--- config.mk ---
export PLATFORM = sky130hd
export DESIGN_NAME = addr_range_qual
export DESIGN_NICKNAME = d
export VERILOG_FILES = /design/src/rtl/addr_range_qual_pkg.sv /design/src/rtl/arq_cfg_regs.sv /design/src/rtl/arq_pair_match.sv /design/src/rtl/addr_range_qual.sv
export SDC_FILE = /design/constraint.sdc
export NUM_CORES = 1
export LEC_CHECK = 0
export CORE_MARGIN = 2
export CORE_UTILIZATION = 53
export DETAILED_ROUTE_END_ITERATION = 10
export PLACE_DENSITY = 0.76
export SLEW_MARGIN = 30
export SYNTH_ARGS = -nofsm -noshare
export SYNTH_HDL_FRONTEND = slang
export SYNTH_SLANG_ARGS = --single-unit
--- constraint.sdc ---
create_clock -name clk -period 1.95 [get_ports clk]
set_clock_uncertainty 0.15 [all_clocks]
set_input_delay 0.39 -clock clk [delete_from_list [all_inputs] [get_ports clk]]
set_output_delay 0.39 -clock clk [all_outputs]
set_load 0.03 [all_outputs]
--- src/rtl/addr_range_qual_pkg.sv ---
package addr_range_qual_pkg;

    // Role of a configuration register inside its pair
    typedef enum logic {
        ROLE_LOW  = 1'b0,
        ROLE_HIGH = 1'b1
    } reg_role_e;

    localparam int unsigned BUNDLE_LSB = 4;
    localparam int unsigned PAGE_LSB   = 12;

    function automatic reg_role_e role_of(input logic idx_lsb);
        return reg_role_e'(idx_lsb);
    endfunction

endpackage

--- src/rtl/arq_cfg_regs.sv ---
module arq_cfg_regs #(
    parameter int unsigned ADDR_W    = 32,
    parameter int unsigned NUM_PAIRS = 4,
    localparam int unsigned NUM_REGS = 2 * NUM_PAIRS,
    localparam int unsigned IDX_W    = $clog2(NUM_REGS)
) (
    input  logic                              clk,
    input  logic                              rst_n,
    input  logic                              wr_en,
    input  logic [IDX_W-1:0]                  wr_idx,
    input  logic [ADDR_W-1:0]                 wr_data,
    output logic [NUM_PAIRS-1:0][ADDR_W-1:0]  low_q,
    output logic [NUM_PAIRS-1:0][ADDR_W-1:0]  high_q
);
    import addr_range_qual_pkg::*;

    logic [NUM_REGS-1:0][ADDR_W-1:0] regs_q;

    always_ff @(posedge clk or negedge rst_n) begin
        if (!rst_n) begin
            regs_q <= '0;
        end else if (wr_en) begin
            regs_q[wr_idx] <= wr_data;
        end
    end

    for (genvar p = 0; p < NUM_PAIRS; p++) begin : g_pair_out
        assign low_q[p]  = regs_q[2*p + int'(ROLE_LOW)];
        assign high_q[p] = regs_q[2*p + int'(ROLE_HIGH)];
    end

    // a write lands in the addressed register
    a_r1_write_lands: assert property (@(posedge clk) disable iff (!rst_n)
        wr_en |=> regs_q[$past(wr_idx)] == $past(wr_data));

endmodule

--- src/rtl/arq_pair_match.sv ---
module arq_pair_match #(
    parameter int unsigned ADDR_W = 32,
    parameter int unsigned PLM_W  = 4,
    localparam int unsigned PL_W  = $clog2(PLM_W)
) (
    input  logic              clk,
    input  logic              rst_n,
    input  logic [ADDR_W-1:0] low_reg,
    input  logic [ADDR_W-1:0] high_reg,
    input  logic              enable,
    input  logic [PLM_W-1:0]  plm,
    input  logic              fine_mode,
    input  logic [ADDR_W-1:0] addr,
    input  logic [PL_W-1:0]   pl,
    input  logic              is_code,
    output logic              hit
);
    import addr_range_qual_pkg::*;

    logic mask_hit;
    logic fine_hit;
    logic same_page;
    logic above_start;
    logic below_end;
    logic priv_ok;
    logic use_fine;

    assign mask_hit = ((addr ^ low_reg) & high_reg) == '0;

    assign same_page   = addr[ADDR_W-1:PAGE_LSB] == low_reg[ADDR_W-1:PAGE_LSB];
    assign above_start = addr[PAGE_LSB-1:BUNDLE_LSB] >= low_reg[PAGE_LSB-1:BUNDLE_LSB];
    assign below_end   = addr[PAGE_LSB-1:BUNDLE_LSB] <  high_reg[PAGE_LSB-1:BUNDLE_LSB];
    assign fine_hit    = same_page && above_start && below_end;

    assign use_fine = fine_mode && is_code;
    assign priv_ok  = !is_code || plm[pl];

    always_comb begin
        if (!enable || !priv_ok) begin
            hit = 1'b0;
        end else if (use_fine) begin
            hit = fine_hit;
        end else begin
            hit = mask_hit;
        end
    end

    // a disabled pair stays silent
    a_r5_disabled_silent: assert property (@(posedge clk) disable iff (!rst_n)
        !enable |-> !hit);

    // a fine-mode code hit lies in the start register's page
    a_r3_fine_same_page: assert property (@(posedge clk) disable iff (!rst_n)
        (fine_mode && is_code && hit) |-> addr[ADDR_W-1:PAGE_LSB] == low_reg[ADDR_W-1:PAGE_LSB]);

    // a code hit needs the privilege bit
    a_r6_priv_gate: assert property (@(posedge clk) disable iff (!rst_n)
        (is_code && hit) |-> plm[pl]);

endmodule

--- src/rtl/addr_range_qual.sv ---
module addr_range_qual #(
    parameter int unsigned ADDR_W    = 32,
    parameter int unsigned NUM_PAIRS = 4,
    parameter int unsigned PLM_W     = 4,
    localparam int unsigned NUM_REGS = 2 * NUM_PAIRS,
    localparam int unsigned IDX_W    = $clog2(NUM_REGS),
    localparam int unsigned PL_W     = $clog2(PLM_W)
) (
    input  logic                       clk,
    input  logic                       rst_n,
    input  logic                       cfg_wr_en,
    input  logic [IDX_W-1:0]           cfg_wr_idx,
    input  logic [ADDR_W-1:0]          cfg_wr_data,
    input  logic [NUM_PAIRS-1:0]       pair_en,
    input  logic [NUM_PAIRS*PLM_W-1:0] pair_plm,
    input  logic                       fine_mode,
    input  logic                       invert,
    input  logic                       addr_vld,
    input  logic [ADDR_W-1:0]          addr,
    input  logic [PL_W-1:0]            addr_pl,
    input  logic                       addr_is_code,
    output logic                       qual_vld,
    output logic                       qual
);
    logic [NUM_PAIRS-1:0][ADDR_W-1:0] low_q;
    logic [NUM_PAIRS-1:0][ADDR_W-1:0] high_q;
    logic [NUM_PAIRS-1:0]             pair_hit;
    logic                             any_hit;

    arq_cfg_regs #(
        .ADDR_W    (ADDR_W),
        .NUM_PAIRS (NUM_PAIRS)
    ) u_regs (
        .clk     (clk),
        .rst_n   (rst_n),
        .wr_en   (cfg_wr_en),
        .wr_idx  (cfg_wr_idx),
        .wr_data (cfg_wr_data),
        .low_q   (low_q),
        .high_q  (high_q)
    );

    for (genvar p = 0; p < NUM_PAIRS; p++) begin : g_pair
        arq_pair_match #(
            .ADDR_W (ADDR_W),
            .PLM_W  (PLM_W)
        ) u_match (
            .clk       (clk),
            .rst_n     (rst_n),
            .low_reg   (low_q[p]),
            .high_reg  (high_q[p]),
            .enable    (pair_en[p]),
            .plm       (pair_plm[p*PLM_W +: PLM_W]),
            .fine_mode (fine_mode),
            .addr      (addr),
            .pl        (addr_pl),
            .is_code   (addr_is_code),
            .hit       (pair_hit[p])
        );
    end

    assign any_hit = |pair_hit;

    always_ff @(posedge clk or negedge rst_n) begin
        if (!rst_n) begin
            qual_vld <= 1'b0;
            qual     <= 1'b0;
        end else begin
            qual_vld <= addr_vld;
            qual     <= addr_vld & (any_hit ^ invert);
        end
    end

    // one-cycle valid latency
    a_r8_valid_latency: assert property (@(posedge clk) disable iff (!rst_n)
        qual_vld == $past(addr_vld));

    // no qualifier without valid
    a_r8_quiet_idle: assert property (@(posedge clk) disable iff (!rst_n)
        !qual_vld |-> !qual);

    // with every pair disabled the result is just the invert bit
    a_r7_none_enabled: assert property (@(posedge clk) disable iff (!rst_n)
        ($past(addr_vld) && $past(pair_en) == '0) |-> qual == $past(invert));

endmodule

======== Yosys cells after proc, flatten, opt, wreduce, memory -nomap -nowiden ========
Index checks and enable logic that the tools add are counted.
cells by class
  multiply operators ...................... 0
  eq/ne operators ......................... 4
  $lt $le $gt $ge ......................... 11
  muxes and demuxes ....................... 19
  bitwise operators ....................... 10
  add/sub/neg operators ................... 0
  shift operators ......................... 0
  divide/modulo/power cells ............... 0
  reductions and logical operators ........ 32
operators by type and width
  operator              count
  $bwmux W256           1
  $and A32 B32 Y32      4
  $logic_not A32 Y1     4
  $xor A32 B32 Y32      4
  $demux W32 S3         1
  $eq A20 B20 Y1        4
  $ge A8 B8 Y1          4
  $lt A8 B8 Y1          4
  $mux W32              1
  $mux W1               12
  $logic_and A1 B1 Y1   10
  $logic_not A1 Y1      9
  $bmux W1 S2           4
  $logic_or A1 B1 Y1    8
  $lt A3 B4 Y1 const B  1
  $reduce_or A4 Y1      1
  $ge A3 B1 Y1 const B  1
  $lt A2 B3 Y1 const B  1
  $and A1 B1 Y1         1
  $xor A1 B1 Y1         1
storage, ports and cells
  input bits .............................. 96
  ROM bits ................................ 0
  register bits after elaboration ......... 258
  output and inout port bits .............. 2
  word-level logic and storage cells ...... 86
  RAM bits ................................ 0
  memories ................................ 0
  latch bits .............................. 0

======== Longest topological paths before layout ========
  word-level depth ........................ 9
  gate-level depth with buffers ........... 10

======== Cells and area by module ========
From an unflattened synthesis, not the netlist that was laid out.
unflattened totals
  cells, all modules ...................... 1009
  area total of the unflattened synthesis .. 13070.0 µm²
by module, submodules not included
  module                                  cells each  instances  area each (µm²)  sequential area each (µm²)
  arq_cfg_regs                            551         1          9605.5           6406.1
  arq_pair_match (g_pair[2].u_match ...)  117         2          854.6            0.0
  arq_pair_match (g_pair[0].u_match ...)  109         2          832.0            0.0
  addr_range_qual                         6           1          91.3             50.0

======== Worst setup path before layout ========
No wires, ideal clock.
  path type ............................... input -> register
  start ................................... input addr[11]
  end ..................................... register qual
  stages on the path ...................... 8
  required time ........................... 1721 ps
  setup slack ............................. -200 ps
  data arrival time ....................... 1921 ps
  path buffers ............................ 0
  cells stage by stage .................... ha_1 a2111oi_0 nand4_1 nor4_1 o211a_1 o221ai_1 o2111ai_1 mux2i_1
on the way
  cells in the longest elaborated chain, start to end .. 8
RTL lines
  what                                                      line                                        source
  start: declaration                                        addr_range_qual.sv:19                       input logic [ADDR_W-1:0] addr,
  $ge A8 B8 Y1 or $xor A32 B32 Y32 (tied branches)          arq_pair_match.sv:31, arq_pair_match.sv:28
  $logic_and A1 B1 Y1 or $and A32 B32 Y32 (tied branches)   arq_pair_match.sv:33, arq_pair_match.sv:28
  $logic_and A1 B1 Y1 or $logic_not A32 Y1 (tied branches)  arq_pair_match.sv:33, arq_pair_match.sv:28
  $mux W1                                                   arq_pair_match.sv:41                        end else if (use_fine) begin
  $mux W1                                                   arq_pair_match.sv:39                        if (!enable || !priv_ok) begin
  $reduce_or A4 Y1 *                                        addr_range_qual.sv:62                       assign any_hit = |pair_hit;
  $xor A1 B1 Y1 *                                           addr_range_qual.sv:70                       qual <= addr_vld & (any_hit ^ invert);
  $and A1 B1 Y1 *                                           addr_range_qual.sv:70
  end signal: assignment                                    addr_range_qual.sv:70
  end: declaration                                          addr_range_qual.sv:23                       output logic qual
Every way passes the cells marked *; elsewhere a longest branch is shown, timed or not.
A chain may end at the register's enable or synchronous reset.

======== Worst setup path after layout ========
  start ................................... register u_regs.regs_q (netlist bit u_regs.low_q[85])
  end ..................................... register qual
on the way
  cells in the longest elaborated chain, start to end .. 8
RTL lines
  what                                                      line                                        source
  start: declaration                                        arq_cfg_regs.sv:17                          logic [NUM_REGS-1:0][ADDR_W-1:0] regs_q;
  start signal: indexed assignment                          arq_cfg_regs.sv:23                          regs_q[wr_idx] <= wr_data;
  $xor A32 B32 Y32 or $eq A20 B20 Y1 (tied branches)        arq_pair_match.sv:28, arq_pair_match.sv:30
  $and A32 B32 Y32 or $logic_and A1 B1 Y1 (tied branches)   arq_pair_match.sv:28, arq_pair_match.sv:33
  $logic_not A32 Y1 or $logic_and A1 B1 Y1 (tied branches)  arq_pair_match.sv:28, arq_pair_match.sv:33
  $mux W1 *                                                 arq_pair_match.sv:41
  $mux W1 *                                                 arq_pair_match.sv:39
  $reduce_or A4 Y1 *                                        addr_range_qual.sv:62
  $xor A1 B1 Y1 *                                           addr_range_qual.sv:70
  $and A1 B1 Y1 *                                           addr_range_qual.sv:70
Marks and branches as above.

==> summary.md <==
| Metric | Value |
|---|---|
| Rows | 56 |
| Pre-CTS setup slack | -1.21 ns |
| Most Crowded Layer GR | met2 |
| FFs w/ async S/R, synth | 1.00 |
| Final antenna diode count | 0 |
| Area Growth Syn to Fin | 28.3% |
| Startpoint class of the critical path | flip-flop |
| Largest net degree at the start of global routing | 73 |
| I/O pin count | 98 |
| Syn_area_per_cell | 12.5 um2 |
| CP required | 2.27 ns |
| Starting Density | 0.541 |
| CTS H-tree depth | 1 |
| Starting DRT DRC Count | 702 |
| M1 GR Usage | 0.395 |
| First-pass iteration count of the detailed router | 7 |
| Hpwl dp | 27.8 mm |
| Max-slew headroom | 0.630 |
| Met2 GRT Util | 0.507 |
| Vias in the first global route | 9870 |
| Layout cell share with drive strength beyond 1 | 0.185 |
| Final worst-path setup slack | -0.440 ns |
| Critical setup path kind | flip-flop to flip-flop |
| Vias | 9291 |
| TritonCTS Buffers | 28 |
| Clock power frac | 0.311 |
| P per Cell Area | 1050 mW/mm2 |
| CTS tree | yes |
| DR vias/cell | 5.81 |
| Core area | 0.0235 mm2 |
| Drt wl/cell | 23.5 um |
| Main synth FF type | dfrtp_1 |
| Synth cell types | 47 |
| Clk_lat worst skew | 0.55 ns |
| Post-synth EDFFs | 0 |
| Final min period | 2.39 ns |
| Cells after Synth | 1015 |
| Root Driver | clkbuf_16 |
| Critical path's top delay family | simple AND/OR/NAND/NOR gates |
| Slew Viols, Final | 0 |
| All-Layer GR Usage | 0.302 |
| Reg2reg setup slack | -0.44 ns |
| Nets@finish | 1415 |
| Worst EP arrival | 2.71 ns |
| CP cell instances | xor2_1, buf_4, a22oi_1, nand4_1, nor4b_2, o221ai_1, o2111ai_1, mux2i_1 |
| RSZ-0062 raised after global routing | yes |
| Synth Cell Area | 0.0127 mm2 |
| Register bit total from synthesis | 258 |
| Reg power frac | 0.422 |
| Tcrit/Tclk final | 1.23 |
| Internal | 11900 uW |
| Status | finished with violations |
| Hold Vio Cnt, Final | 0 |
| GRT overflow | 0 |
| Ys Warns | 0 |
| FMAX | 0.418 GHz |
| Peak VDD IR | 1110 uV |
| Bufs on Longest Clock Path | 3 |
| Initial antenna violation count | 0 |
| Placer congestion estimate | 0.944 |
| Die height | 159 um |
| Crit path max fanout | 2 |
| Die width | 159 um |
| Met3 Use GR | 0.0511 |
| Sw power | 5220 uW |
| Filler Cell Count | 1695 |
| Comb pwr share | 0.267 |
| Least-Margin Pin Slew | 0.554 ns |
| Die area | 0.0253 mm2 |
| Hold WC Path Type | input pin to async pin |
| Critical path's slowest cell | dfrtp_1 |
| Net Sw Frac | 0.306 |
| Failing checks | setup timing |
| Clock slew at reported path FFs | 0.06 ns |
| Global-route wire length before repair | 58.4 mm |
| Sequential area share after synthesis | 0.507 |
| Overall power | 17100 uW |
| MaxCap Viol Count | 0 |
| Post-route ant nets | 0 |
| CP Buf/Inv Count | 1 |
| Leak pwr | 0.00740 uW |
| DRT Wirelength | 37.6 mm |
| Setup Viol. Count Final | 1 |
| Setup crit end kind | flip-flop |
| Residual DRC count | 0 |
| CTS sink count | 258 |
| Port Buf Inserts | 97 |
| Critical path's largest stage delay | 0.39 ns |
| Syn Nets | 1171 |
layout by cell type, fill, tap and decap left out, types with 14 or more instances in the layout:
cell / n
ha_1: 58
mux2_1: 222
clkbuf_16: 28
nand4_1: 24
o21ai_1: 32
a22oi_1: 28
nor2_1: 15
inv_1: 60
buf_4: 136
nand2_1: 37
clkdlybuf4s50_1: 84
xor2_1: 95
dfrtp_1: 258
nor4_1: 14
worst paths after layout:
path	end	startpoint	cells after the start
min reg2reg	u_regs.high_q[23]	u_regs.high_q[23]	1
min in group clk	qual_vld	addr_vld	1
min	u_regs.low_q[39]	rst_n	2
max	qual	u_regs.low_q[85]	8
max in group asynchronous	u_regs.low_q[50]	rst_n	3
max reg2reg	qual	u_regs.low_q[85]	8
cell type report:
class	instances	area [um2]	share of cell area
Clock buffer	46	868	0.0532
Clock inverter	5	65.1	0.00398
Inverter	66	248	0.0152
Multi-Input combinational cell	660	6080	0.372
Sequential cell	258	6460	0.395
Tap cell	319	399	0.0244
Timing Repair Buffer	245	2210	0.135
power by group through the flow:
stage,Sequential [uW],Clock (uW),Combinational (uW)
after CTS,7210,5390,4540
after floorplan,7080,0,2360
after global routing,7330,5590,4960
after detailed placement,7280,0,4410
final,7210,5320,4560
after global placement,7210,0,4290
synthesized netlist by cell type, types with 7 or more instances:
master    instances  area, um2
o21ai_0           9       45.0
nand2_1          38        143
inv_1            62        233
nor3_1           15       75.1
mux2_1          222       2500
o21ai_1          32        160
xor2_1           96        841
dfrtp_1         258       6460
a22oi_1          30        225
nor2_1           16       60.1
nand4_1          24        150
nor4_1           20        125
a221oi_1          7       61.3
o22ai_1          12       75.1
ha_1             60        751
a21oi_1          10       50.1
clkbuf_1         28        105
a211oi_1          7       52.6
registers in the layout, indices dropped and copies added (netlist names):
name	flops
qual	1
u_regs.high_q	128
qual_vld	1
u_regs.low_q	128
layer usage:
| layer | wire length, um | part of all wire |
|---|---|---|
| met1 | 15400 | 0.41 |
| met5 | 0 | 0 |
| met3 | 2430 | 0.065 |
| met4 | 1670 | 0.044 |
| met2 | 18100 | 0.48 |
logic make-up after synthesis:
| family | Yosys count | share of synthesized area |
|---|---|---|
| AND/OR/NAND/NOR | 131 | 0.0539 |
| flip-flops | 258 | 0.507 |
| AO/OA/AOI/OAI | 140 | 0.0752 |
| buffers and inverters | 97 | 0.0289 |
| multiplexers | 233 | 0.210 |
| XOR/XNOR | 96 | 0.0661 |
| adder cells (fa/ha/maj) | 60 | 0.0590 |
timing repair:
item,in CTS,in global routing
setup endpoints to repair,3,1
pin swaps,10,1
setup buffers,0,0
endpoints found under the hold margin,258,0
hold buffers,1,0
resized for setup,31,5
stage by stage:
stage	cells	TNS [ns]	hold WS [ns]	util	instance area (um2)
final	1599	-0.440	0.141	0.694	16300
after global routing	1599	-0.534	0.146	0.694	16300
after CTS	1599	-0.385	0.122	0.693	16300
after detailed placement	1547	-43.86	0.0923	0.648	15300
after global placement	1547	-39.60	0.0906	0.648	15300
after floorplan	1015	-0.0946	-0.0556	-	12800
Power figures use the tool's default switching activity.
